## config.mk

```make
export PLATFORM = sky130hd
export DESIGN_NAME = vloop_seq
export DESIGN_NICKNAME = d
export VERILOG_FILES = /design/src/rtl/vloop_pkg.sv /design/src/rtl/vloop_opmap.sv /design/src/rtl/vloop_range.sv /design/src/rtl/vloop_elem_sel.sv /design/src/rtl/vloop_seq.sv
export SDC_FILE = /design/constraint.sdc
export NUM_CORES = 1
export LEC_CHECK = 0
export ABC_AREA = 1
export BUFFER_PORTS_ARGS = -buffer_cell sky130_fd_sc_hd__buf_2
export CAP_MARGIN = 40
export CORE_ASPECT_RATIO = 0.8
export CORE_UTILIZATION = 29
export CTS_BUF_LIST = sky130_fd_sc_hd__clkbuf_8
export DETAILED_ROUTE_END_ITERATION = 8
export HOLD_SLACK_MARGIN = 0.03
export PLACE_DENSITY = 0.56
export SLEW_MARGIN = 20
export SYNTH_ARGS = -nofsm -noshare
export SYNTH_HDL_FRONTEND = slang
export SYNTH_SLANG_ARGS = --single-unit
export TNS_END_PERCENT = 30
```

## constraint.sdc

```tcl
create_clock -name clk -period 3 [get_ports clk]
set_clock_uncertainty 0.2 [all_clocks]
set_input_delay 0.6 -clock clk [delete_from_list [all_inputs] [get_ports clk]]
set_output_delay 0.6 -clock clk [all_outputs]
set_load 0.02 [all_outputs]
```

## src/rtl/vloop_pkg.sv

```systemverilog
`timescale 1ns/1ps
package vloop_pkg;
    localparam int unsigned NUM_OPS = 3;
    localparam int unsigned OPI_RD  = 0;
    localparam int unsigned OPI_RA  = 1;
    localparam int unsigned OPI_RB  = 2;

    typedef enum logic [1:0] {
        EW_B8  = 2'd0,
        EW_B16 = 2'd1,
        EW_B32 = 2'd2,
        EW_B64 = 2'd3
    } elem_width_e;
endpackage

```

## src/rtl/vloop_opmap.sv

```systemverilog
`timescale 1ns/1ps
// Register number of one operand for the current element.
module vloop_opmap #(
    parameter int unsigned REG_W = 7,
    parameter int unsigned IDX_W = 4
) (
    input  logic [REG_W-1:0] base_i,
    input  logic             is_vec_i,
    input  logic [IDX_W-1:0] idx_i,
    output logic [REG_W-1:0] reg_o
);
    always_comb begin
        reg_o = is_vec_i ? (base_i + REG_W'(idx_i)) : base_i;
    end
endmodule

```

## src/rtl/vloop_range.sv

```systemverilog
`timescale 1ns/1ps
// Flags a run whose last vector register lies past the top of the file.
module vloop_range #(
    parameter int unsigned REG_W = 7,
    parameter int unsigned VL_W  = 5,
    parameter int unsigned N_OPS = 3
) (
    input  logic [N_OPS-1:0][REG_W-1:0] base_i,
    input  logic [N_OPS-1:0]            is_vec_i,
    input  logic [VL_W-1:0]             vl_i,
    output logic                        over_o
);
    localparam int unsigned SUM_W = ((REG_W > VL_W) ? REG_W : VL_W) + 1;
    localparam logic [SUM_W-1:0] LIMIT = SUM_W'(1) << REG_W;

    logic [N_OPS-1:0] hit;

    for (genvar g = 0; g < N_OPS; g++) begin : g_op
        logic [SUM_W-1:0] span;
        assign span   = SUM_W'(base_i[g]) + SUM_W'(vl_i);
        assign hit[g] = is_vec_i[g] && (span > LIMIT);
    end

    assign over_o = |hit;
endmodule

```

## src/rtl/vloop_elem_sel.sv

```systemverilog
`timescale 1ns/1ps
// Predicate lookup and end-of-run detection for the current element.
module vloop_elem_sel #(
    parameter int unsigned MAX_VL = 16,
    parameter int unsigned IDX_W  = 4,
    parameter int unsigned VL_W   = 5
) (
    input  logic              pred_en_i,
    input  logic [MAX_VL-1:0] pred_i,
    input  logic [IDX_W-1:0]  idx_i,
    input  logic [VL_W-1:0]   len_i,
    output logic              elem_en_o,
    output logic              last_o
);
    always_comb begin
        elem_en_o = !pred_en_i || pred_i[idx_i];
        last_o    = (VL_W'(idx_i) + VL_W'(1)) == len_i;
    end
endmodule

```

## src/rtl/vloop_seq.sv

```systemverilog
`timescale 1ns/1ps
module vloop_seq
    import vloop_pkg::*;
#(
    parameter int unsigned REG_W  = 7,
    parameter int unsigned OP_W   = 16,
    parameter int unsigned MAX_VL = 16,
    localparam int unsigned VL_W  = $clog2(MAX_VL + 1),
    localparam int unsigned IDX_W = (MAX_VL > 1) ? $clog2(MAX_VL) : 1
) (
    input  logic              clk,
    input  logic              rst_n,
    input  logic              vl_wr,
    input  logic [VL_W-1:0]   vl_wr_len,
    input  logic              dec_valid,
    output logic              dec_ready,
    input  logic              dec_prefixed,
    input  logic [OP_W-1:0]   dec_opcode,
    input  logic [REG_W-1:0]  dec_rd,
    input  logic [REG_W-1:0]  dec_ra,
    input  logic [REG_W-1:0]  dec_rb,
    input  logic [2:0]        dec_vec_sel,
    input  logic [1:0]        dec_ew,
    input  logic              dec_pred_en,
    input  logic [MAX_VL-1:0] dec_pred_mask,
    output logic              iss_valid,
    input  logic              iss_ready,
    output logic [OP_W-1:0]   iss_opcode,
    output logic [REG_W-1:0]  iss_rd,
    output logic [REG_W-1:0]  iss_ra,
    output logic [REG_W-1:0]  iss_rb,
    output logic [1:0]        iss_ew,
    output logic [IDX_W-1:0]  iss_elem,
    output logic              pc_hold,
    output logic              retire,
    output logic              illegal
);
    localparam logic [VL_W-1:0] VL_CAP = VL_W'(MAX_VL);

    typedef struct packed {
        logic                              busy;
        logic                              vec;
        logic [IDX_W-1:0]                  idx;
        logic [VL_W-1:0]                   len;
        logic [OP_W-1:0]                   opc;
        logic [NUM_OPS-1:0][REG_W-1:0]     base;
        logic [NUM_OPS-1:0]                vsel;
        elem_width_e                       ew;
        logic                              pred_en;
        logic [MAX_VL-1:0]                 pred;
        logic                              retire;
        logic                              illegal;
        logic [VL_W-1:0]                   vl;
    } seq_state_t;

    seq_state_t st_d, st_q;

    logic [NUM_OPS-1:0][REG_W-1:0] dec_base;
    logic [NUM_OPS-1:0][REG_W-1:0] cur_reg;
    logic                          range_bad;
    logic                          elem_en;
    logic                          elem_last;
    logic                          step;
    logic [VL_W-1:0]               vl_clamped;

    always_comb begin
        dec_base[OPI_RD] = dec_rd;
        dec_base[OPI_RA] = dec_ra;
        dec_base[OPI_RB] = dec_rb;
    end

    vloop_range #(
        .REG_W (REG_W),
        .VL_W  (VL_W),
        .N_OPS (NUM_OPS)
    ) u_range (
        .base_i   (dec_base),
        .is_vec_i (dec_vec_sel),
        .vl_i     (st_q.vl),
        .over_o   (range_bad)
    );

    vloop_elem_sel #(
        .MAX_VL (MAX_VL),
        .IDX_W  (IDX_W),
        .VL_W   (VL_W)
    ) u_elem_sel (
        .pred_en_i (st_q.pred_en),
        .pred_i    (st_q.pred),
        .idx_i     (st_q.idx),
        .len_i     (st_q.len),
        .elem_en_o (elem_en),
        .last_o    (elem_last)
    );

    for (genvar g = 0; g < NUM_OPS; g++) begin : g_map
        vloop_opmap #(
            .REG_W (REG_W),
            .IDX_W (IDX_W)
        ) u_opmap (
            .base_i   (st_q.base[g]),
            .is_vec_i (st_q.vsel[g]),
            .idx_i    (st_q.idx),
            .reg_o    (cur_reg[g])
        );
    end

    always_comb begin
        vl_clamped = (vl_wr_len > VL_CAP) ? VL_CAP : vl_wr_len;
        step       = st_q.busy && (!elem_en || iss_ready);

        st_d         = st_q;
        st_d.retire  = 1'b0;
        st_d.illegal = 1'b0;

        if (vl_wr) begin
            st_d.vl = vl_clamped;
        end

        if (st_q.busy) begin
            if (step) begin
                if (elem_last) begin
                    st_d.busy   = 1'b0;
                    st_d.vec    = 1'b0;
                    st_d.idx    = '0;
                    st_d.retire = 1'b1;
                end else begin
                    st_d.idx = st_q.idx + IDX_W'(1);
                end
            end
        end else if (dec_valid) begin
            st_d.opc  = dec_opcode;
            st_d.base = dec_base;
            st_d.ew   = elem_width_e'(dec_ew);
            st_d.idx  = '0;
            if (!dec_prefixed) begin
                st_d.busy    = 1'b1;
                st_d.vec     = 1'b0;
                st_d.len     = VL_W'(1);
                st_d.vsel    = '0;
                st_d.pred_en = 1'b0;
            end else if (st_q.vl == '0) begin
                st_d.retire = 1'b1;
            end else if (range_bad) begin
                st_d.illegal = 1'b1;
            end else begin
                st_d.busy    = 1'b1;
                st_d.vec     = 1'b1;
                st_d.len     = st_q.vl;
                st_d.vsel    = dec_vec_sel;
                st_d.pred_en = dec_pred_en;
                st_d.pred    = dec_pred_mask;
            end
        end
    end

    always_ff @(posedge clk) begin
        if (!rst_n) begin
            st_q <= '0;
        end else begin
            st_q <= st_d;
        end
    end

    always_comb begin
        dec_ready  = !st_q.busy;
        iss_valid  = st_q.busy && elem_en;
        iss_opcode = st_q.opc;
        iss_rd     = cur_reg[OPI_RD];
        iss_ra     = cur_reg[OPI_RA];
        iss_rb     = cur_reg[OPI_RB];
        iss_ew     = st_q.ew;
        iss_elem   = st_q.idx;
        pc_hold    = st_q.busy && st_q.vec;
        retire     = st_q.retire;
        illegal    = st_q.illegal;
    end
endmodule

```

## After elaboration in Yosys (flattened, before gate mapping)

Cells that the tools add are included.

| storage, ports and cells | value |
|---|---|
| input port bits | 70 |
| word-level logic and storage cells | 91 |
| bits in registers | 77 |
| bits in latches | 0 |
| memory bits (read-only) | 0 |
| memories | 0 |
| RAM bits | 0 |

| cells by class | value |
|---|---|
| div/mod/pow operators | 0 |
| multiplexer cells | 30 |
| shift operators | 0 |
| equality and inequality tests | 7 |
| bitwise gates (word level) | 6 |
| $add $sub $neg | 8 |
| multiply operators | 0 |
| reductions and logical operators | 20 |
| $lt $le $gt $ge | 5 |

Operator list:

| kind | count |
|---|---|
| two-way mux 72 bit | 1 |
| two-way mux 17 bit | 2 |
| adder 7 x 5 -> 8 bit | 3 |
| greater-than comparator 8 bit, second input constant | 3 |
| adder 7 x 4 -> 7 bit | 3 |
| two-way mux 7 bit | 3 |
| two-way mux 5 bit | 4 |
| two-way mux 18 bit | 1 |
| two-way mux 6 bit | 2 |
| AND reduction 5 bit | 2 |
| two-way mux 3 bit | 3 |
| two-way mux 1 bit | 8 |
| two-way mux 2 bit | 4 |
| logical AND 1 bit | 6 |
| inequality test 3 bit, second input constant | 2 |
| inverter 1 bit | 6 |
| adder 4 x 1 -> 5 bit, second input constant | 1 |
| == test 5 bit | 1 |
| greater-than comparator 5 bit, second input constant | 1 |
| logical NOT 5 bit | 1 |
| less-than comparator 4 x 5 -> 1 bit, second input constant | 1 |
| OR reduction 5 bit | 1 |
| adder 4 x 1 -> 4 bit, second input constant | 1 |
| binary-select mux 1 bit (select 4 bit) | 1 |
| 9 further kinds | 15 |

## Longest topological paths before layout

Gate-level depths: netlist of run 1.

| depth | value |
|---|---|
| word-level depth | 9 |
| gate-level depth with buffers | 16 |
| depth with buffers taken out | 16 |

## By module

A second synthesis of run 1 with hierarchy kept.

| unflattened totals | value |
|---|---|
| cells, all modules | 740 |
| area, all modules | 4,952.2 um^2 |

Modules (own cells, without submodules):

| module | instances | seq. area each (um^2) | area an instance (um^2) | cells an instance |
|---|---|---|---|---|
| vloop_seq | 1 | 1,541.5 | 3,115.5 | 396 |
| vloop_opmap | 3 | 0.0 | 284.0 | 55 |
| vloop_range | 1 | 0.0 | 676.9 | 114 |
| vloop_elem_sel | 1 | 0.0 | 307.8 | 65 |

## Least setup slack after synthesis of run 1

OpenSTA, ideal clock, no wires.

| path | value |
|---|---|
| path type | register to output |
| start | reg st_q, in the netlist iss_elem[1] |
| end | out iss_rb[6] |
| setup slack | 236 ps |
| cell stages (with the launch flop) | 9 |
| data arrival time | 1,964 ps |
| path through | dfxtp_1 inv_1 fa_1 inv_1 a21oi_1 o21bai_1 and3_1 nand2_1 xnor2_1 |

| on the way | value |
|---|---|
| word-level cells in the longest chain between the ends | 2 |

Ends and longest elaborated chain:

| element | line | RTL |
|---|---|---|
| start: declaration | vloop_seq.sv:56 | `seq_state_t st_d, st_q;` |
| start signal: assignment | vloop_seq.sv:161 | `st_q <= st_d;` |
| adder 7 x 4 -> 7 bit | vloop_opmap.sv:13 | `reg_o = is_vec_i ? (base_i + REG_W'(idx_i)) : base_i;` |
| two-way mux 7 bit | vloop_opmap.sv:13 |  |
| end: declaration | vloop_seq.sv:31 | `output logic [REG_W-1:0] iss_rb,` |

Every way passes these cells.

## Worst setup path in the final report of run 1

| path | value |
|---|---|
| start | reg st_q, in the netlist iss_elem[0] |
| end | out iss_rb[6] |

The elaborated chain is that of the path after synthesis.

==> Implementation_results.wiki, run 1 <==
{| class="wikitable"
! Metric !! Value
|-
| FFs w/ async S/R, synth || 0%
|-
| Worst skew pair latency || 360 ps
|-
| DIE AREA || 0.0167 sq mm
|-
| Post-Synthesis Cells || 682
|-
| Clock tree from TritonCTS || built
|-
| Layout-stage area growth over the synthesis result || 21.7%
|-
| Unique cell type count in the Yosys netlist || 39
|-
| Gr usage total || 16.8%
|-
| Worst setup path category || register to output pin
|-
| Detailed-route wire length per cell || 13.2 microns
|-
| Clock H-tree levels || 3
|-
| Post-Synthesis Cell Area || 0.00469 sq mm
|-
| Via total after detailed routing || 4518
|-
| Largest net degree at the start of global routing || 43
|-
| Number of enable flip-flop cells after synthesis || 0
|-
| Cells along the critical path || ha_2 > inv_1 > fa_2 > inv_1 > a21oi_1 > o21bai_1 > and3_1 > nand2_1 > xnor2_1 > buf_4
|-
| Initial detailed-routing violation count || 195
|-
| Max stage delay cell, worst path || dfxtp_4
|-
| Effective utilization at floorplan || 29.7%
|-
| Syn avg cell area || 6.88 sq um
|-
| Power density relative to cell area || 455 mW/mm^2
|-
| Die W || 144 microns
|-
| Mean number of vias per cell || 4.48
|-
| Clock transition at the register clock pins on the worst setup and hold paths after CTS || 90 ps
|-
| CTS Hold Buffers Added || 0
|-
| Dominant cell type by area after synthesis || dfxtp_1
|-
| MaxCap Viol Count || 0
|-
| Worst slew slack as a fraction of its limit || 58.1%
|-
| First-pass GRT wire length || 21400 microns
|-
| Final-report hold violation count || 0
|-
| Setup repair after global routing missed its margin || yes
|-
| Critical Path AT || 2270 ps
|-
| Mapped Nets || 786
|-
| Worst hold path class || input port to register
|-
| Die H || 116 microns
|-
| Setup violations, final || 3
|-
| Warnings, synthesis || 0
|-
| ANT nets after route || 0
|-
| Cell at the root of the clock tree || clkbuf_8
|-
| Seq cells post-synth || 77
|-
| Top cells by count, synth || nor2_1 (155), nand2_1 (120), dfxtp_1 (77)
|-
| Design Power || 2600 uW
|-
| Post-DP HPWL || 9850 microns
|-
| Largest fanout of any net on the critical path || 5
|-
| Element type at the critical path end || output pin
|-
| PnR worst setup slack || -66.1 ps
|-
| Setup slack after placement || -43.9 ps
|-
| Top cells by area, synth || dfxtp_1 (33%), nor2_1 (12%), nand2_1 (9.6%)
|-
| Largest buffer count on any clock path || 2
|-
| Count of final max-slew check failures || 0
|-
| Core area || 0.0158 sq mm
|-
| Leftover overflow at the end of global routing || 0
|-
| Status || finished, violations left
|-
| Req. time, crit path || 2200 ps
|-
| P_leak || 0.00273 uW
|-
| Count leader, synth || nor2_1
|-
| Crit-path most repeated cell || inv_1
|-
| Number of antenna violations at the first check in global routing || 0
|-
| Clock buffers created by TritonCTS || 9
|-
| First-pass DRT Iterations || 4
|-
| Most frequently used flop master after synthesis || dfxtp_1
|-
| Minimum period implied by the final worst setup slack || 3070 ps
|-
| Total wire length || 13300 microns
|-
| Area fraction of the dominant cell type after synthesis || 32.9%
|-
| Share of final-layout standard cells stronger than drive strength 1 || 24.7%
|-
| Global placement routability congestion || 0.821
|-
| Sequential fraction of the synthesis area || 32.9%
|-
| Share of the core filled with cells || 36.1%
|-
| Maximum operating frequency || 326 MHz
|-
| Residual DRC || 0
|-
| Number of global-route vias before repair || 4384
|-
| Startpoint class of the critical path || register
|-
| IO buf count || 117
|-
| Antenna cells || 0
|-
| Transition time of the tightest slew-check pin || 628 ps
|-
| Number of sinks handled by clock tree synthesis || 77
|-
| Crit share post-route || 102%
|-
| Final sum of negative setup slack || -123 ps
|-
| Violations in the final reports || negative setup slack
|-
| IR Drop Worst-Case VDD || 0.000231 V
|-
| Maximum cell stage delay along the critical path || 430 ps
|-
| Placement row count || 41
|-
| Net count reported at finish || 892
|-
| IO Pins || 118
|}
cell families after synthesis:
logic type	Yosys count	synth area share, %
AND/OR/NAND/NOR	334	30.3
adder cells (fa/ha/maj)	34	10.0
XOR/XNOR	10	2.03
flip-flops	77	32.9
buffers and inverters	102	10.4
AO/OA/AOI/OAI	125	14.4
placed cells by master (no fill, tap or decap), drive strengths merged, types with 5 or more instances in the layout:
master and count:
nor2 161, a21oi 43, nand4 6, nand2 126, inv 58, nand3 26
clkbuf 10, buf 137, xnor2 8, ha 28, nor3 5, dfxtp 77
fa 6, o21ai 71
worst paths after layout:
kind,from,to,slack [ps],cells past startpoint
max,iss_elem[0]$_SDFFE_PN0P_,iss_rb[6],-70,10
min,dec_opcode[0],iss_opcode[0]$_SDFFE_PN0P_,250,3
max reg2reg,st_q[0]$_SDFFE_PN0P_,st_q[9]$_SDFFE_PN0P_,230,15
min reg2reg,st_q[68]$_SDFFE_PN0P_,st_q[68]$_SDFFE_PN0P_,280,2
critical path: cells and delay by family, from the launching register on:
family                   cells  cell delay (ps)
adder cells (fa/ha/maj)      2              520
AND/OR/NAND/NOR              2              270
AO/OA/AOI/OAI                2              260
XOR/XNOR                     1              130
flip-flops                   1              430
buffers and inverters        3              290
state kept, by name (all words and copies together), names as in the netlist:
signal / flops
illegal: 1
iss_elem: 4
iss_ew: 2
iss_opcode: 16
retire: 1
st_q: 53
metal layers:
metal	global-route usage, %	wire (microns)	share of wire (%)	vias up
li1	-	-	-	2386
met1	22.7	6810	51	2002
met2	26.1	5430	41	117
met3	5.08	921	6.9	13
met4	4.49	163	1.2	0
met5	0	0	0	-
stage by stage:
stage	cell area (sq um)	instances	hold WS [ps]
after floorplan	4690	682	249
final	5710	1008	249
after global placement	5410	987	265
after detailed placement	5410	987	262
after global routing	5710	1008	237
after CTS	5670	1007	225
report_power, final:
part / leakage (uW) / switching (uW) / total (uW) / internal [uW]
Sequential: 0.000636 / 63.3 / 1160 / 1100
Clock: 0.0000943 / 425 / 829 / 404
Combinational: 0.00200 / 378 / 605 / 227
Total: 0.00273 / 866 / 2600 / 1730
layout make-up:
class,count,area (sq um)
Clock buffer,10,138
Clock inverter,6,62.6
Fill cell,1751,10100
Inverter,60,229
Multi-Input combinational cell,503,2700
Sequential cell,77,1550
Tap cell,215,269
Timing Repair Buffer,137,761
timing repair:
action,4_1_cts,5_1_grt
endpoints found under the setup margin,6,22
resized for setup,14,13
setup buffers,4,1
pin swaps,5,3
(Power assumes the default switching activity.)
==> run 2: changes to the inputs <==
CORE_MARGIN = 10   (was default)
clock period = 2.85 ns   (was 3 ns; I/O delays follow)
==> Implementation_results.wiki, run 2 (same netlist as run 1, synthesis figures left out) <==
{| class="wikitable"
! Metric !! Value
|-
| Status || finished, violations left
|-
| Violations in the final reports || negative setup slack
|-
| Crit share post-route || 106%
|-
| Placed Cells incl. Taps || 995 (+0.81%)
|-
| Global placement routability congestion || 0.849 (+3.4%)
|-
| Number of cells on the worst hold path || 3 (unchanged)
|-
| Mean number of vias per cell || 4.48 (about the same)
|-
| Layout-stage area growth over the synthesis result || 32.9%
|-
| Minimum period implied by the final worst setup slack || 3030 ps
|-
| Gr usage total || 13.8% (-3.0 points)
|-
| Register bank with the most flops || st_q
|-
| Die H || 134 microns (+16%)
|-
| P_leak || 0.00292 uW (+6.9%)
|-
| Total wire length || 15300 microns (+15%)
|-
| PnR worst setup slack || -182 ps (-116 ps)
|-
| Element type at the critical path end || output pin
|-
| Post-route met1 wirelength || 7250 microns (+6.4%)
|-
| Maximum cell stage delay along the critical path || 370 ps (-60 ps)
|-
| Min-Delay Startpoint || dec_opcode[3]
|-
| Largest buffer count on any clock path || 2 (unchanged)
|-
| Setup repair after global routing missed its margin || yes
|-
| Startpoint class of the critical path || register
|-
| Transition time of the tightest slew-check pin || 586 ps (-42.2 ps)
|-
| Req. time, crit path || 2080 ps (-120 ps)
|-
| Most frequent cells in the layout || nor2_1 (151), nand2_1 (116), buf_2 (103), dfxtp_1 (73), o21ai_0 (55)
|-
| Most common library cell in the layout ignoring fill and taps || nor2_1
|-
| Worst slew slack as a fraction of its limit || 60.9% (+2.8 points)
|-
| Worst reg2reg startpoint || st_q[0]$_SDFFE_PN0P_
|-
| Maximum operating frequency || 330 MHz
|-
| Number of filler instances in the final layout || 1721 (-1.7%)
|-
| Largest fanout of any net on the critical path || 3 (-2)
|-
| Highest metal layer with signal wires || met5
|-
| Cell at the root of the clock tree || clkbuf_8
|-
| Share of final-layout standard cells stronger than drive strength 1 || 30.7% (+5.9 points)
|-
| Critical Path AT || 2260 ps (about the same)
|-
| Final standard cell count with taps included and fillers excluded || 1037 (+2.9%)
|-
| Largest net degree at the start of global routing || 43 (unchanged)
|-
| Placement row count || 41 (unchanged)
|-
| Power density relative to cell area || 455 mW/mm^2 (-0.14%)
|-
| First-pass DRT Iterations || 4 (unchanged)
|-
| IO buf count || 117 (unchanged)
|-
| Worst hold path class || input port to register
|-
| Worst skew pair latency || 380 ps (+20 ps)
|-
| Detailed-route wire length per cell || 14.7 microns (+11%)
|-
| Number of global-route vias before repair || 4654 (+6.2%)
|-
| Leftover overflow at the end of global routing || 0 (unchanged)
|-
| Post-DP HPWL || 11100 microns (+13%)
|-
| Worst setup path category || register to output pin
|-
| MaxCap Viol Count || 0 (unchanged)
|-
| Max reg flops || 53 (unchanged)
|-
| Final-report hold violation count || 0 (unchanged)
|-
| Design Power || 2830 uW (+9.1%)
|-
| Antenna cells || 0 (unchanged)
|-
| Met2 Wirelength || 6180 microns (+14%)
|-
| Die W || 162 microns (+12%)
|-
| Clock H-tree levels || 3 (unchanged)
|-
| Residual DRC || 0 (unchanged)
|-
| Hold WS || 210 ps (-38.5 ps)
|-
| Count of final max-slew check failures || 0 (unchanged)
|-
| Max stage delay cell, worst path || dfxtp_4
|-
| Worst-case reg-to-reg path depth || 16 (+1)
|-
| Number of antenna violations at the first check in global routing || 1 (+1)
|-
| Effective utilization at floorplan || 29.7% (unchanged)
|-
| Cells along the critical path || clkinvlp_4 > buf_12 > fa_2 > inv_2 > buf_4 > buf_4 > buf_4 > buf_4 > buf_4 > nor2_1 > o21ai_1 > buf_4
|-
| Met3 routed wirelength || 1610 microns (+75%)
|-
| IR Drop Worst-Case VDD || 0.000239 V (+3.6%)
|-
| Core area || 0.0158 sq mm (unchanged)
|-
| Net count reported at finish || 921 (+3.3%)
|-
| Number of sinks handled by clock tree synthesis || 77 (unchanged)
|-
| Critical register-to-register path endpoint || st_q[75]$_SDFFE_PN0P_
|-
| Clock buffers created by TritonCTS || 9 (unchanged)
|-
| Clock tree from TritonCTS || built
|-
| Hold path endpoint || iss_opcode[3]$_SDFFE_PN0P_
|-
| ANT nets after route || 0 (unchanged)
|-
| Initial detailed-routing violation count || 208 (+6.7%)
|-
| Via total after detailed routing || 4646 (+2.8%)
|-
| Crit-path most repeated cell || buf_4
|-
| Clock transition at the register clock pins on the worst setup and hold paths after CTS || 80 ps (about the same)
|-
| IO Pins || 118 (unchanged)
|-
| First-pass GRT wire length || 23900 microns (+12%)
|-
| DIE AREA || 0.0217 sq mm (+30%)
|-
| Setup violations, final || 12 (+9)
|-
| Share of the core filled with cells || 39.5% (+3.3 points)
|-
| Internal reg-to-reg setup slack || 80 ps (-150 ps)
|}
run 2: per-layer routing:
layer | global-route usage, % | vias up
met4 | 3.73 | 2
met5 | 0 | -
met2 | 19.9 | 135
met3 | 7.08 | 17
li1 | - | 2452
met1 | 17.7 | 2040
run 2: area by class of cell:
cell class	instances	area, sq um	share of cell area, %
clock buffer	12	165	2.65
clock inverter	4	46.3	0.743
multi-input combinational	505	2900	46.6
inverter	60	236	3.79
sequential	77	1550	24.9
timing repair buffer	164	1060	17.0
tap	215	269	4.32
run 2: critical path, delay by kind of cell (launching register included):
family / cells / cell delay, ps
and+or+nand+nor: 1 / 30
AOI/OAI and AO/OA: 1 / 120
adders and majority gates: 1 / 340
DFF: 1 / 370
buffers and inverters: 9 / 1030
run 2: stage by stage:
| stage | setup slack, ps | TNS, ps | area, sq um |
|---|---|---|---|
| 6_report | -182 | -1490 | 6230 |
| 5_1_grt | -354 | -3540 | 6230 |
| 4_1_cts | -213 | -1010 | 5930 |
| 3_5_place_dp | -128 | -2270 | 5470 |
| 3_3_place_gp | -123 | -1900 | 5470 |
| 2_1_floorplan | 116 | 0 | 4690 |
run 2: power breakdown:
part           internal, uW  switching (uW)  total [uW]
Sequential             1160            69.0        1230
Combinational           278             430         708
Clock                   472             428         900
Total                  1910             927        2830
run 2: how the worst max path moves through the flow:
stage                                   startpoint                   end  slack, ps  cells after the start
after floorplan           iss_elem[1]$_SDFFE_PN0P_             iss_rb[6]        120                      8
after global placement                   dec_rb[0]  st_q[7]$_SDFFE_PN0P_       -120                     14
after detailed placement                 dec_rb[0]  st_q[9]$_SDFFE_PN0P_       -130                     14
after CTS                 iss_elem[0]$_SDFFE_PN0P_             iss_rb[6]       -210                     11
after global routing      iss_elem[1]$_SDFFE_PN0P_             iss_rb[6]       -350                     10
final                     iss_elem[1]$_SDFFE_PN0P_             iss_rb[2]       -180                     12
run 2: repair_timing:
action / in CTS / in global routing
resized for setup: 41 / 53
gates cloned: 0 / 2
setup endpoints to repair: 19 / 41
hold buffers: 0 / 0
setup buffers: 16 / 11
pin swaps: 16 / 28
==> run 3: changes to the inputs <==
--- a/config.mk
+++ b/config.mk
@@ -20,3 +20,2 @@
 export SYNTH_HDL_FRONTEND = slang
 export SYNTH_SLANG_ARGS = --single-unit
-export TNS_END_PERCENT = 30
==> constraint.sdc (replaced) <==
create_clock -name clk -period 2.85 [get_ports clk]
set_clock_uncertainty 0.2 [all_clocks]
set_input_delay 0.1425 -clock clk [delete_from_list [all_inputs] [get_ports clk]]
set_output_delay 0.1425 -clock clk [all_outputs]
set_load 0.02 [all_outputs]
==> Implementation_results.wiki, run 3 (same netlist as run 1, synthesis figures left out) <==
{| class="wikitable"
! Metric !! Value
|-
| Effective utilization at floorplan || 29.7% (unchanged)
|-
| Largest fanout of any net on the critical path || 8 (+5)
|-
| Number of cells on the worst hold path || 4 (+1)
|-
| Final-report hold violation count || 0 (unchanged)
|-
| Max reg flops || 53 (unchanged)
|-
| Leftover overflow at the end of global routing || 0 (unchanged)
|-
| First-pass GRT wire length || 24400 microns (+2.2%)
|-
| Final sum of negative setup slack || 0 ps (+1490 ps)
|-
| Worst hold path class || input port to register
|-
| Met3 routed wirelength || 1350 microns (-16%)
|-
| Worst slew slack as a fraction of its limit || 61.5% (+0.60 points)
|-
| Detailed-route wire length per cell || 14.0 microns (-4.8%)
|-
| Status || complete, no violations
|-
| Core area || 0.0158 sq mm (unchanged)
|-
| Worst setup path category || register to output pin
|-
| Share of final-layout standard cells stronger than drive strength 1 || 20.7% (-9.9 points)
|-
| Worst skew pair latency || 360 ps (-20 ps)
|-
| Post-route met1 wirelength || 7210 microns (-0.55%)
|-
| Worst-case reg-to-reg path depth || 16 (unchanged)
|-
| Clock H-tree levels || 3 (unchanged)
|-
| Number of global-route vias before repair || 4769 (+2.5%)
|-
| Post-DP HPWL || 10600 microns (-4.8%)
|-
| Via total after detailed routing || 4798 (+3.3%)
|-
| Power density relative to cell area || 438 mW/mm^2 (-3.7%)
|-
| Global placement routability congestion || 0.855 (+0.64%)
|-
| Minimum period implied by the final worst setup slack || 2670 ps (-359 ps)
|-
| Setup violations, final || 0 (-12)
|-
| Placement row count || 41 (unchanged)
|-
| Maximum operating frequency || 374 MHz (+13%)
|-
| Most frequent cells in the layout || nor2_1 (155), nand2_1 (120), buf_2 (117), dfxtp_1 (74), dlygate4sd3_1 (71)
|-
| Largest buffer count on any clock path || 2 (unchanged)
|-
| Highest metal layer with signal wires || met4
|-
| Mean number of vias per cell || 4.47 (-0.19%)
|-
| Die W || 162 microns (unchanged)
|-
| Gr usage total || 13.7% (-0.090 points)
|-
| Critical Path AT || 2330 ps (+70 ps)
|-
| IO Pins || 118 (unchanged)
|-
| Number of sinks handled by clock tree synthesis || 77 (unchanged)
|-
| Register bank with the most flops || st_q
|-
| Startpoint class of the critical path || register
|-
| Total wire length || 15000 microns (-1.5%)
|-
| Residual DRC || 0 (unchanged)
|-
| Placed Instance Area || 0.00536 sq mm (-1.9%)
|-
| Layout-stage area growth over the synthesis result || 35.7%
|-
| Count of final max-slew check failures || 0 (unchanged)
|-
| Element type at the critical path end || output pin
|-
| IR Drop Worst-Case VDD || 0.000212 V (-11%)
|-
| Req. time, crit path || 2510 ps (+430 ps)
|-
| Post-route cell area || 0.00636 sq mm (+2.1%)
|-
| Number of antenna violations at the first check in global routing || 0 (-1)
|-
| Net count reported at finish || 957 (+3.9%)
|-
| Crit share post-route || 93.8% (-13 points)
|-
| ANT nets after route || 0 (unchanged)
|-
| DIE AREA || 0.0217 sq mm (unchanged)
|-
| IO buf count || 117 (unchanged)
|-
| Setup slack after placement || 137 ps (+266 ps)
|-
| MaxCap Viol Count || 0 (unchanged)
|-
| Antenna cells || 0 (unchanged)
|-
| P_leak || 0.00301 uW (+3.0%)
|-
| Clock transition at the register clock pins on the worst setup and hold paths after CTS || 80 ps (about the same)
|-
| Die H || 134 microns (unchanged)
|-
| Clock buffers created by TritonCTS || 9 (unchanged)
|-
| Clock tree from TritonCTS || built
|-
| PnR worst setup slack || 176 ps (+359 ps)
|-
| Largest net degree at the start of global routing || 44 (+2.3%)
|-
| Transition time of the tightest slew-check pin || 577 ps (-9.05 ps)
|-
| Met2 Wirelength || 6320 microns (+2.2%)
|-
| Most common library cell in the layout ignoring fill and taps || nor2_1
|-
| Cell at the root of the clock tree || clkbuf_8
|-
| Initial detailed-routing violation count || 247 (+19%)
|-
| First-pass DRT Iterations || 4 (unchanged)
|}
[run 3: cell types whose count changed in the layout (fill, tap and decap cells not counted), moves of 9 or more]
cell / previous run / this run
dlygate4sd3_1: 0 / 71
inv_1: 48 / 58
buf_6: 10 / 1
buf_2: 103 / 117
buf_4: 47 / 9
[run 3: path summary, 6_finish.rpt]
check	from	end	slack [ps]
min	rst_n	st_q[1]$_SDFFE_PN0P_	60
min reg2reg	st_q[23]$_SDFFE_PN0P_	st_q[23]$_SDFFE_PN0P_	280
max	iss_elem[0]$_SDFFE_PN0P_	iss_rd[6]	180
max reg2reg	st_q[0]$_SDFFE_PN0P_	st_q[8]$_SDFFE_PN0P_	190
[run 3: routing by layer]
layer	vias up	GRT usage, %
met5	-	0
met1	2137	17.7
met2	120	21.1
met4	0	2.98
met3	14	5.39
li1	2527	-
[run 3: repair_timing]
item                                   CTS  global route
resized for setup                        1            15
endpoints found under the hold margin   67             0
setup endpoints to repair                3            29
cloned                                   0             3
buffers inserted                         0             2
hold buffers                            71             0
pin swaps                                0             1
[run 3: area by class of cell]
type | count | area [sq um]
fill | 1673 | 9440
multi-input combinational | 506 | 2730
sequential | 77 | 1550
timing repair buffer | 199 | 1400
tap | 215 | 269
inverter | 60 | 225
clock buffer | 10 | 138
clock inverter | 6 | 55.1
[run 3: power by group]
part	switching (uW)	internal, uW	total (uW)	leakage (uW)
clock	416	420	836	0.000105
sequential	67.2	1160	1230	0.000635
combinational	425	299	723	0.00227
[run 3: worst max-delay path: stages (launching register included)]
cell and delay, ps:
dfxtp_4 440, ha_1 190, inv_1 50, fa_1 370, inv_1 90, a21oi_1 60, o21bai_1 150, and3_1 210
nand2_1 100, xnor2_1 120, buf_2 180
[run 3: through the flow]
stage / std cells / util, % / hold WS, ps / power, uW
2_1_floorplan: 682 / - / 36.7 / 1680
3_3_place_gp: 981 / 33.9 / 166 / 1870
3_5_place_dp: 981 / 33.9 / 170 / 1880
4_1_cts: 1068 / 39.7 / 51.2 / 2790
5_1_grt: 1073 / 40.3 / 67.8 / 2960
6_report: 1073 / 40.3 / 60.2 / 2790
